$ cat src/rtl/isa_seq_pkg.sv
package isa_seq_pkg;

   typedef enum logic [1:0] {
      ST_IDLE   = 2'd0,
      ST_STROBE = 2'd1,
      ST_RECOV  = 2'd2,
      ST_SPARE  = 2'd3
   } seq_state_e;

   // active-high internal view of the four bus strobes
   typedef struct packed {
      logic memr;
      logic memw;
      logic ior;
      logic iow;
   } strobe_t;

   function automatic strobe_t pick_strobe(input logic is_wr, input logic is_mem);
      strobe_t s;
      s.memr = !is_wr &&  is_mem;
      s.memw =  is_wr &&  is_mem;
      s.ior  = !is_wr && !is_mem;
      s.iow  =  is_wr && !is_mem;
      return s;
   endfunction

endpackage

$ cat src/rtl/isa_req_capture.sv
module isa_req_capture #(
   parameter int ADDR_W = 8,
   parameter int DATA_W = 8
) (
   input  logic              clk,
   input  logic              rst,
   input  logic              win_hit,
   input  logic              host_wr,
   input  logic              addr_b8,
   input  logic [ADDR_W-1:0] host_addr_lo,
   input  logic [DATA_W-1:0] host_wdata,
   input  logic              idle,
   input  logic              start,
   output logic              armed,
   output logic              cap_wr,
   output logic              cap_mem,
   output logic [ADDR_W-1:0] cap_addr,
   output logic [DATA_W-1:0] cap_data
);

   logic take;
   assign take = win_hit && idle && !start;

   always_ff @(posedge clk) begin
      if (rst) begin
         armed    <= 1'b0;
         cap_wr   <= 1'b0;
         cap_mem  <= 1'b0;
         cap_addr <= '0;
         cap_data <= '0;
      end else begin
         if (start)
            armed <= 1'b0;
         else if (take)
            armed <= 1'b1;
         if (take) begin
            cap_wr   <= host_wr;
            cap_mem  <= addr_b8;
            cap_addr <= host_addr_lo;
            cap_data <= host_wdata;
         end
      end
   end

   // a hit outside idle leaves the recorded request alone
   assert_busy_hit_dropped_R8: assert property (@(posedge clk) disable iff (rst)
      (win_hit && !idle) |=> ($stable(cap_addr) && $stable(cap_wr) && $stable(cap_data)));

   // the request stays pending until a start consumes it
   assert_armed_kept_R2: assert property (@(posedge clk) disable iff (rst)
      (armed && !start) |=> armed);

endmodule

$ cat src/rtl/isa_strobe_fsm.sv
module isa_strobe_fsm
   import isa_seq_pkg::*;
(
   input  logic    clk,
   input  logic    rst,
   input  logic    armed,
   input  logic    fetch_sync,
   input  logic    isa_rdy,
   input  logic    cap_wr,
   input  logic    cap_mem,
   output logic    start,
   output logic    idle,
   output logic    busy,
   output logic    rd_done,
   output strobe_t strobe_q,
   output logic    wr_oe_q,
   output logic    clr_q
);

   seq_state_e st_q, st_d;

   assign idle    = (st_q == ST_IDLE);
   assign start   = idle && armed && fetch_sync;
   assign busy    = !idle;
   assign rd_done = (st_q == ST_STROBE) && isa_rdy && !cap_wr;

   always_comb begin
      case (st_q)
         ST_IDLE:   st_d = start ? ST_STROBE : ST_IDLE;
         ST_STROBE: st_d = isa_rdy ? ST_RECOV : ST_STROBE;
         ST_RECOV:  st_d = ST_IDLE;
         default:   st_d = ST_IDLE;
      endcase
   end

   always_ff @(posedge clk) begin
      if (rst) begin
         st_q     <= ST_IDLE;
         strobe_q <= '0;
         wr_oe_q  <= 1'b0;
         clr_q    <= 1'b0;
      end else begin
         st_q     <= st_d;
         strobe_q <= (st_d == ST_STROBE) ? pick_strobe(cap_wr, cap_mem) : '0;
         wr_oe_q  <= (st_d == ST_STROBE) && cap_wr;
         clr_q    <= (st_d == ST_RECOV);
      end
   end

   logic [3:0] strobe_vec;
   assign strobe_vec = strobe_q;

   assert_single_strobe_R3: assert property (@(posedge clk) disable iff (rst)
      $onehot0(strobe_vec));

   assert_wait_stretch_R4: assert property (@(posedge clk) disable iff (rst)
      ((st_q == ST_STROBE) && !isa_rdy) |=> ($stable(strobe_vec) && (strobe_vec != 4'd0)));

   assert_recovery_quiet_R5: assert property (@(posedge clk) disable iff (rst)
      clr_q |-> (strobe_vec == 4'd0));

   assert_recovery_ends_R5: assert property (@(posedge clk) disable iff (rst)
      clr_q |=> (idle && !clr_q));

   assert_wait_for_fetch_R2: assert property (@(posedge clk) disable iff (rst)
      (idle && !fetch_sync) |=> (strobe_vec == 4'd0));

   assert_oe_with_write_R6: assert property (@(posedge clk) disable iff (rst)
      wr_oe_q |-> (strobe_q.memw || strobe_q.iow));

   assert_no_spare_state: assert property (@(posedge clk) disable iff (rst)
      st_q != ST_SPARE);

endmodule

$ cat src/rtl/isa_read_hold.sv
module isa_read_hold #(
   parameter int              DATA_W    = 8,
   parameter logic [DATA_W-1:0] RESET_VAL = '0
) (
   input  logic              clk,
   input  logic              rst,
   input  logic              load,
   input  logic [DATA_W-1:0] bus_data,
   output logic [DATA_W-1:0] hold_q
);

   always_ff @(posedge clk) begin
      if (rst)
         hold_q <= RESET_VAL;
      else if (load)
         hold_q <= bus_data;
   end

   assert_hold_stable_R7: assert property (@(posedge clk) disable iff (rst)
      !load |=> $stable(hold_q));

endmodule

$ cat src/rtl/isa_irq_latch.sv
module isa_irq_latch #(
   parameter int N_REQ       = 6,
   parameter int SYNC_STAGES = 2
) (
   input  logic             clk,
   input  logic             rst,
   input  logic [N_REQ-1:0] req,
   input  logic             rd_strobe,
   output logic             flag_q
);

   localparam int LAST = SYNC_STAGES - 1;

   if (SYNC_STAGES < 2) begin : g_bad_sync
      $error("isa_irq_latch: SYNC_STAGES must be at least 2");
   end

   logic [N_REQ-1:0] stage_q [SYNC_STAGES];

   for (genvar i = 0; i < SYNC_STAGES; i++) begin : g_sync
      always_ff @(posedge clk) begin
         if (rst)
            stage_q[i] <= '0;
         else if (i == 0)
            stage_q[i] <= req;
         else
            stage_q[i] <= stage_q[(i == 0) ? 0 : i-1];
      end
   end

   logic any_now, any_prev_q, set_ev;
   assign any_now = |stage_q[LAST];
   assign set_ev  = any_now && !any_prev_q;

   always_ff @(posedge clk) begin
      if (rst) begin
         any_prev_q <= 1'b0;
         flag_q     <= 1'b0;
      end else begin
         any_prev_q <= any_now;
         if (set_ev)
            flag_q <= 1'b1;
         else if (rd_strobe)
            flag_q <= 1'b0;
      end
   end

   assert_edge_sets_R9: assert property (@(posedge clk) disable iff (rst)
      set_ev |=> flag_q);

   assert_read_clears_R10: assert property (@(posedge clk) disable iff (rst)
      (rd_strobe && !set_ev) |=> !flag_q);

   assert_set_wins_R11: assert property (@(posedge clk) disable iff (rst)
      (rd_strobe && set_ev) |=> flag_q);

   assert_flag_holds_R9: assert property (@(posedge clk) disable iff (rst)
      (!rd_strobe && !set_ev) |=> $stable(flag_q));

endmodule

$ cat src/rtl/isa_cycle_seq.sv
module isa_cycle_seq
   import isa_seq_pkg::*;
#(
   parameter int ADDR_W      = 8,
   parameter int DATA_W      = 8,
   parameter int N_REQ       = 6,
   parameter int SYNC_STAGES = 2
) (
   input  logic              clk,
   input  logic              rst,
   input  logic              win_hit,
   input  logic              host_wr,
   input  logic              fetch_sync,
   input  logic              addr_b8,
   input  logic [ADDR_W-1:0] host_addr_lo,
   input  logic [DATA_W-1:0] host_wdata,
   input  logic              isa_rdy,
   input  logic [DATA_W-1:0] isa_rdata,
   input  logic [N_REQ-1:0]  isa_req,
   output logic              isa_memr_n,
   output logic              isa_memw_n,
   output logic              isa_ior_n,
   output logic              isa_iow_n,
   output logic [ADDR_W-1:0] isa_addr_lo,
   output logic [DATA_W-1:0] isa_wdata,
   output logic              isa_wdata_oe,
   output logic              isa_clr,
   output logic [DATA_W-1:0] rd_hold,
   output logic              irq_n,
   output logic              irq_flag,
   output logic              isa_reset,
   output logic              busy
);

   if (ADDR_W < 1 || DATA_W < 1 || N_REQ < 1) begin : g_bad_width
      $error("isa_cycle_seq: widths and request count must be positive");
   end

   logic    armed, cap_wr, cap_mem, start, idle, rd_done;
   strobe_t strobe_q;
   logic    rst_d_q;

   isa_req_capture #(.ADDR_W(ADDR_W), .DATA_W(DATA_W)) u_capture (
      .clk(clk), .rst(rst), .win_hit(win_hit), .host_wr(host_wr),
      .addr_b8(addr_b8), .host_addr_lo(host_addr_lo), .host_wdata(host_wdata),
      .idle(idle), .start(start), .armed(armed), .cap_wr(cap_wr),
      .cap_mem(cap_mem), .cap_addr(isa_addr_lo), .cap_data(isa_wdata)
   );

   isa_strobe_fsm u_fsm (
      .clk(clk), .rst(rst), .armed(armed), .fetch_sync(fetch_sync),
      .isa_rdy(isa_rdy), .cap_wr(cap_wr), .cap_mem(cap_mem), .start(start),
      .idle(idle), .busy(busy), .rd_done(rd_done), .strobe_q(strobe_q),
      .wr_oe_q(isa_wdata_oe), .clr_q(isa_clr)
   );

   isa_read_hold #(.DATA_W(DATA_W)) u_hold (
      .clk(clk), .rst(rst), .load(rd_done), .bus_data(isa_rdata), .hold_q(rd_hold)
   );

   isa_irq_latch #(.N_REQ(N_REQ), .SYNC_STAGES(SYNC_STAGES)) u_irq (
      .clk(clk), .rst(rst), .req(isa_req),
      .rd_strobe(strobe_q.memr || strobe_q.ior), .flag_q(irq_flag)
   );

   always_ff @(posedge clk) rst_d_q <= rst;

   assign isa_memr_n = !strobe_q.memr;
   assign isa_memw_n = !strobe_q.memw;
   assign isa_ior_n  = !strobe_q.ior;
   assign isa_iow_n  = !strobe_q.iow;
   assign irq_n      = !irq_flag;
   assign isa_reset  = rst_d_q;

   assert_bus_reset_R12: assert property (@(posedge clk)
      rst |=> isa_reset);

   assert_reset_quiet_R1: assert property (@(posedge clk)
      rst |=> (isa_memr_n && isa_memw_n && isa_ior_n && isa_iow_n && !busy && irq_n));

endmodule

$ cat config.mk
export PLATFORM = sky130hd
export DESIGN_NAME = isa_cycle_seq
export DESIGN_NICKNAME = d
export VERILOG_FILES = /design/src/rtl/isa_seq_pkg.sv /design/src/rtl/isa_req_capture.sv /design/src/rtl/isa_strobe_fsm.sv /design/src/rtl/isa_read_hold.sv /design/src/rtl/isa_irq_latch.sv /design/src/rtl/isa_cycle_seq.sv
export SDC_FILE = /design/constraint.sdc
export NUM_CORES = 1
export LEC_CHECK = 0
export ABC_AREA = 0
export BUFFER_PORTS_ARGS = -buffer_cell sky130_fd_sc_hd__buf_2
export CAP_MARGIN = 20
export CORE_MARGIN = 2
export CORE_UTILIZATION = 45
export DETAILED_ROUTE_END_ITERATION = 7
export PLACE_DENSITY = 0.82
export SLEW_MARGIN = 25
export SYNTH_ARGS = -nofsm -noshare
export SYNTH_HDL_FRONTEND = slang
export SYNTH_SLANG_ARGS = --single-unit
$ cat constraint.sdc
create_clock -name clk -period 1.5 [get_ports clk]
set_input_delay 0 -clock clk [delete_from_list [all_inputs] [get_ports clk]]
set_output_delay 0 -clock clk [all_outputs]
set_load 0.02 [all_outputs]
==> impl_metrics.json, run 1 <==
{
  "worst_slack_ps": 236,
  "final_common_cell": "buf_2",
  "yosys_warnings": 0,
  "ir_drop_mv": 0.689,
  "rr_worst_depth": 3,
  "timing.rr.start": "u_fsm.st_q[1]$_SDFF_PP0_",
  "synth-seq-cells": 50,
  "finalNetCount": 312,
  "p_leak_nw": 1.21,
  "cp.depth": 3,
  "whs_path_depth": 3,
  "cpLargestDelayFamily": "simple AND/OR/NAND/NOR gates",
  "syn-cell-area_um2": 1840,
  "numCtsBuffers": 5,
  "slowest_stage": "and3_4",
  "setup_viol": 0,
  "crit_chain": "nor2_2 > and3_4 > mux2i_1",
  "path_clk_slew_ps": 90,
  "skew_ps": 7.15,
  "cts_htree_levels": 2,
  "crit_buf_inv": 0,
  "viasPerCell": 4.46,
  "io_pins": 71,
  "grt_max_degree": 29,
  "tightest_slew_ps": 327,
  "fmax_mhz": 791,
  "finalNonFillerCells": 326,
  "die-area_um2": 4620,
  "hold_viol_final": 0,
  "cts_resized": 0,
  "seqCellArea_um2": 1000,
  "cts-root-buf": "clkbuf_8",
  "cp_slowest_stage_delay_ps": 420,
  "worstPathMaxFanout": 18,
  "final_antenna_net_count": 0,
  "final.fill_count": 316,
  "drt_pre_antenna_iters": 4,
  "synth_area_per_cell_um2": 10.8,
  "arrival_ps": 1490,
  "hold_start": "win_hit",
  "wl_per_cell_um": 11.0,
  "gp_congestion": 0.677,
  "start_util_pct": 46.4,
  "syn_nets": 208,
  "grt_use_total_pct": 15.6,
  "drv_slew": 0,
  "grt_pass1_vias": 1239,
  "drc": 0,
  "post-place-ws_ps": 243,
  "worst_setup_path_end_kind": "flip-flop",
  "drt_iter0_markers": 49,
  "grt_pass1_wl_mm": 5.33,
  "max_cap_viol_count": 0,
  "criticalPathCategory": "reg -> reg",
  "hpwl_mm": 2.20,
  "num_vias": 1453,
  "hold_path_class": "in -> reg",
  "core-area_um2": 3970,
  "max-slew-margin-rel_pct": 78.2,
  "hold_buffers": 35,
  "multiInputGateArea_um2": 738,
  "start_kind": "flip-flop",
  "ys_types": 25,
  "finalCritPeriodShare_pct": 84.3,
  "yosysSeqAreaShare_pct": 54.3,
  "clk_path_buf_depth": 2,
  "antenna_cells": 0,
  "area_delta_synth_final_pct": 44.2,
  "antenna_found_initial": 0,
  "dp_cells": 283,
  "worstSetupStartpoint": "u_fsm.st_q[1]$_SDFF_PP0_",
  "die_h_um": 68.0,
  "die_width_um": 68.0,
  "cellPowerDensity_nw_per_um2": 1050,
  "drive_above_1_share_pct": 30.4,
  "grt_overflow": 0,
  "outcome": "finished, final reports clean",
  "clk_latency_ps": 300,
  "cts_setup_buffers": 0,
  "routed_wirelength_mm": 3.60,
  "num_rows": 23,
  "tritoncts": "done",
  "synthCells": 171,
  "setup-tns-final_ps": 0,
  "cts_sinks": 50,
  "final_util_pct": 66.9,
  "io_buffers": 70,
  "required_ps": 1730,
  "fin_crit_ps": 1260,
  "mostFrequentLayoutCells": "buf_2 (70), dfxtp_1 (50), nand2b_1 (37)",
  "rsz0062_at_grt": "false"
}
layer usage:
layer  up-vias  GRT usage [%]  part of all wire, %
li1        755              -                    -
met1       658           16.7                   43
met2        34           28.8                   52
met4         0           6.00                  1.5
met5         -              0                    0
met3         6           4.44                  4.1
synthesized netlist by cell type (all sizes together):
| library cell | n | area [µm²] |
|---|---|---|
| or4 | 2 | 15.0 |
| nor3 | 4 | 20.0 |
| nand2b | 37 | 231 |
| clkbuf | 5 | 18.8 |
| inv | 7 | 26.3 |
| a211o | 1 | 8.76 |
| nor2b | 12 | 75.1 |
| dfxtp | 50 | 1000 |
| a311oi | 1 | 8.76 |
| nor3b | 2 | 15.0 |
| o31ai | 1 | 7.51 |
| nand3b | 1 | 7.51 |
| nor2 | 10 | 40.0 |
| mux2i | 26 | 260 |
| and3 | 2 | 17.5 |
| and2 | 1 | 6.26 |
| a21oi | 1 | 5.00 |
| nand2 | 2 | 7.51 |
| and4bb | 1 | 12.5 |
| buf | 5 | 57.6 |
worst register-to-register path, stage by stage, from the launching register on:
cell,delay (ps)
dfxtp_1,360
nor2_2,170
and3_4,420
mux2i_1,240
cells by family (layout without fill, tap and decap cells):
| family | after synthesis | after routing | synth area share (%) |
|---|---|---|---|
| AND/OR/NAND/NOR | 74 | 74 | 24.3 |
| buffers and inverters | 17 | 122 | 5.57 |
| flip-flops | 50 | 50 | 54.3 |
| AO/OA/AOI/OAI | 4 | 4 | 1.63 |
| multiplexers | 26 | 26 | 14.1 |
path summary, 6_finish.rpt:
kind / endpoint / slack [ps]
worst max-delay path: u_capture.cap_addr[0]$_SDFFE_PP0P_ / 240
worst min-delay path: u_capture.armed$_SDFFE_PP0P_ / 30
worst max register to register: u_capture.cap_addr[0]$_SDFFE_PP0P_ / 240
worst min register to register: u_irq.flag_q$_SDFFE_PP0P_ / 420
layout make-up:
| class | count | share of cell area (%) |
|---|---|---|
| Sequential cell | 50 | 37.7 |
| Multi-Input combinational cell | 104 | 27.8 |
| Timing Repair Buffer | 107 | 26.9 |
| Clock buffer | 5 | 2.59 |
| Tap cell | 50 | 2.36 |
| Clock inverter | 3 | 1.65 |
| Inverter | 7 | 0.989 |
registers in the layout, indices dropped and copies added, names as in the netlist:
register / cells
u_irq.stage_q: 12
u_capture.cap_addr: 8
u_capture.cap_data: 8
u_hold.hold_q: 8
u_fsm.strobe_q: 4
u_fsm.st_q: 2
isa_reset: 1
u_capture.armed: 1
u_capture.cap_mem: 1
u_capture.cap_wr: 1
u_fsm.clr_q: 1
u_fsm.wr_oe_q: 1
u_irq.any_prev_q: 1
u_irq.flag_q: 1
power breakdown:
group          switching (mW)  internal (mW)  leakage (nW)
sequential             0.0357           1.40         0.410
combinational           0.193          0.213         0.741
clock                   0.440          0.500        0.0585
through the flow:
| step | total power [mW] | hold slack [ps] | area (µm²) |
|---|---|---|---|
| finish | 2.78 | 27.8 | 2660 |
| global placement | 1.79 | 207 | 2190 |
| global route | 2.90 | 32.7 | 2660 |
| detailed placement | 1.80 | 212 | 2190 |
| floorplan | 1.70 | 27.7 | 1840 |
| CTS | 2.81 | 20.6 | 2660 |
(Power assumes the default switching activity.)
==> run 2, diff against run 1 <==
Settings changed: CORE_UTILIZATION 45 to 43, PLACE_DENSITY 0.82 to 0.83.
Clock period 1.5 ns to 1.1 ns, I/O delays scaled along.
==> run 2 against run 1 <==
Effect of this change:
- the run now ends with negative setup slack left
- global-route usage rose by 1.4 points
- critical path depth did not move
- largest cell class unchanged
- cell count grew 2.5%
- power grew 40%
- core utilization up 2.6 points
- largest power group unchanged
- die area grew 4.4%
- critical path type unchanged
- worst hold slack worse by 12 ps
==> impl_metrics.json, run 2 (synthesis gave the netlist of run 1 again) <==
{
  "final_common_cell": "buf_2",
  "violations": "negative setup slack",
  "core-area_um2": 4060,
  "cp.depth": 3,
  "final_antenna_net_count": 0,
  "drc": 0,
  "clk_latency_ps": 300,
  "crit_buf_inv": 0,
  "whs_path_depth": 2,
  "slowest_stage": "or4_4",
  "skew_ps": 3.84,
  "fmax_mhz": 856,
  "max_cap_viol_count": 0,
  "hold_start": "rst",
  "fin_area_um2": 2820,
  "num_rows": 23,
  "viasPerCell": 4.49,
  "finalNetCount": 320,
  "rr_worst_depth": 3,
  "start_util_pct": 45.4,
  "hold_path_end": "u_irq.any_prev_q$_SDFF_PP0_",
  "max-slew-margin-rel_pct": 83.3,
  "outcome": "finished with violations",
  "ir_drop_mv": 0.701,
  "die-area_um2": 4820,
  "rsz0062_at_grt": "true",
  "finalCritPeriodShare_pct": 106,
  "worstPathMaxFanout": 2,
  "drt_pre_antenna_iters": 4,
  "post-place-ws_ps": -75.6,
  "start_kind": "flip-flop",
  "grt_overflow": 0,
  "drive_above_1_share_pct": 36.3,
  "cpLargestDelayFamily": "simple AND/OR/NAND/NOR gates",
  "clk_path_buf_depth": 2,
  "path_clk_slew_ps": 90,
  "r2r-end": "u_irq.flag_q$_SDFFE_PP0P_",
  "cp_slowest_stage_delay_ps": 520,
  "grt_max_degree": 35,
  "routed_wirelength_mm": 3.99,
  "setup-tns-final_ps": -902,
  "p_leak_nw": 1.28,
  "grt_pass1_wl_mm": 6.59,
  "multiInputGateArea_um2": 767,
  "crit_chain": "or4_4 > nor3_2 > o31ai_1",
  "place_area_um2": 2300,
  "wl_per_cell_um": 11.9,
  "antenna_found_initial": 0,
  "io_pins": 71,
  "antenna_cells": 0,
  "reg2reg_slack_ps": -70,
  "grt_use_total_pct": 17.0,
  "die_h_um": 69.4,
  "worst_setup_path_end_kind": "flip-flop",
  "gp_congestion": 0.682,
  "timing.rr.start": "u_irq.stage_q[1][3]$_SDFF_PP0_",
  "drv_slew": 0,
  "worst_slack_ps": -67.9,
  "criticalPathCategory": "reg -> reg",
  "largest_register_ffs": 12,
  "arrival_ps": 1360,
  "tightest_slew_ps": 251,
  "top_register": "u_irq.stage_q",
  "numCtsBuffers": 5,
  "area_delta_synth_final_pct": 53.0,
  "cts_htree_levels": 2,
  "cellPowerDensity_nw_per_um2": 1380,
  "die_width_um": 69.4,
  "drt_iter0_markers": 36,
  "mostFrequentLayoutCells": "buf_2 (69), dfxtp_1 (47), nand2b_1 (37)",
  "cts_sinks": 50,
  "required_ps": 1300,
  "final.fill_count": 301,
  "setup_viol": 26,
  "io_buffers": 70,
  "num_vias": 1501,
  "fin_crit_ps": 1170,
  "hpwl_mm": 2.45,
  "tritoncts": "done",
  "seqCellArea_um2": 1010,
  "hold_viol_final": 0,
  "grt_pass1_vias": 1495,
  "cts-root-buf": "clkbuf_8",
  "hold_path_class": "in -> reg"
}
run 2: cell count changes in the layout (fill, tap and decap cells not counted), moves of 3 or more:
cell     change
buf_12       +3
buf_4        +3
buf_6        +3
dfxtp_1      -3
run 2: what timing repair did:
action	4_1_cts	5_1_grt
gates resized for setup	2	8
hold buffers	34	0
cloned	0	1
setup endpoints to repair	19	33
pin swaps	2	1
buffers inserted	0	0
endpoints found under the hold margin	35	0
run 2: through the flow:
stage / total power, mW / hold WS, ps / util, % / std cells
floorplan: 2.32 / 27.7 / - / 171
global placement: 2.50 / 211 / 56.8 / 291
detailed placement: 2.51 / 217 / 56.8 / 291
CTS: 3.90 / 7.92 / 68.2 / 333
global route: 4.07 / 28.2 / 69.4 / 334
finish: 3.89 / 15.3 / 69.4 / 334
run 2: cell type report:
type                    count  area share [%]
repair buffers            115            29.9
well taps                  50            2.22
flip-flops and latches     50            35.7
clock buffers               5            2.44
inverters                   7           0.933
multi-input cells         104            27.2
clock inverters             3            1.55
run 2: worst register-to-register path, stage by stage (launching register included):
cell and delay [ps]:
dfxtp_1 310, or4_4 520, nor3_2 150, o31ai_1 80
run 2: metal layers:
metal / vias to the layer above / routed length (µm) / global-route usage (%) / share of wire, %
li1: 773 / - / - / -
met1: 665 / 1610 / 18.8 / 40
met2: 57 / 2010 / 29.9 / 50
met3: 6 / 311 / 5.96 / 7.8
met4: 0 / 59 / 6.54 / 1.5
met5: - / 0 / 0 / 0
run 2: worst max-delay path by stage:
stage | endpoint | start
2_1_floorplan | u_irq.flag_q$_SDFFE_PP0P_ | u_irq.stage_q[1][3]$_SDFF_PP0_
3_3_place_gp | u_irq.flag_q$_SDFFE_PP0P_ | u_irq.stage_q[1][3]$_SDFF_PP0_
4_1_cts | u_irq.flag_q$_SDFFE_PP0P_ | u_irq.stage_q[1][3]$_SDFF_PP0_
6_report | u_irq.flag_q$_SDFFE_PP0P_ | u_irq.stage_q[1][3]$_SDFF_PP0_
3_5_place_dp | u_irq.flag_q$_SDFFE_PP0P_ | u_irq.stage_q[1][3]$_SDFF_PP0_
5_1_grt | u_hold.hold_q[7]$_SDFFE_PP0P_ | u_fsm.st_q[1]$_SDFF_PP0_
run 2: power breakdown:
group          switching, mW  internal (mW)  total, mW
Clock                  0.605          0.681       1.29
Sequential            0.0486           1.91       1.96
Combinational          0.285          0.359      0.644
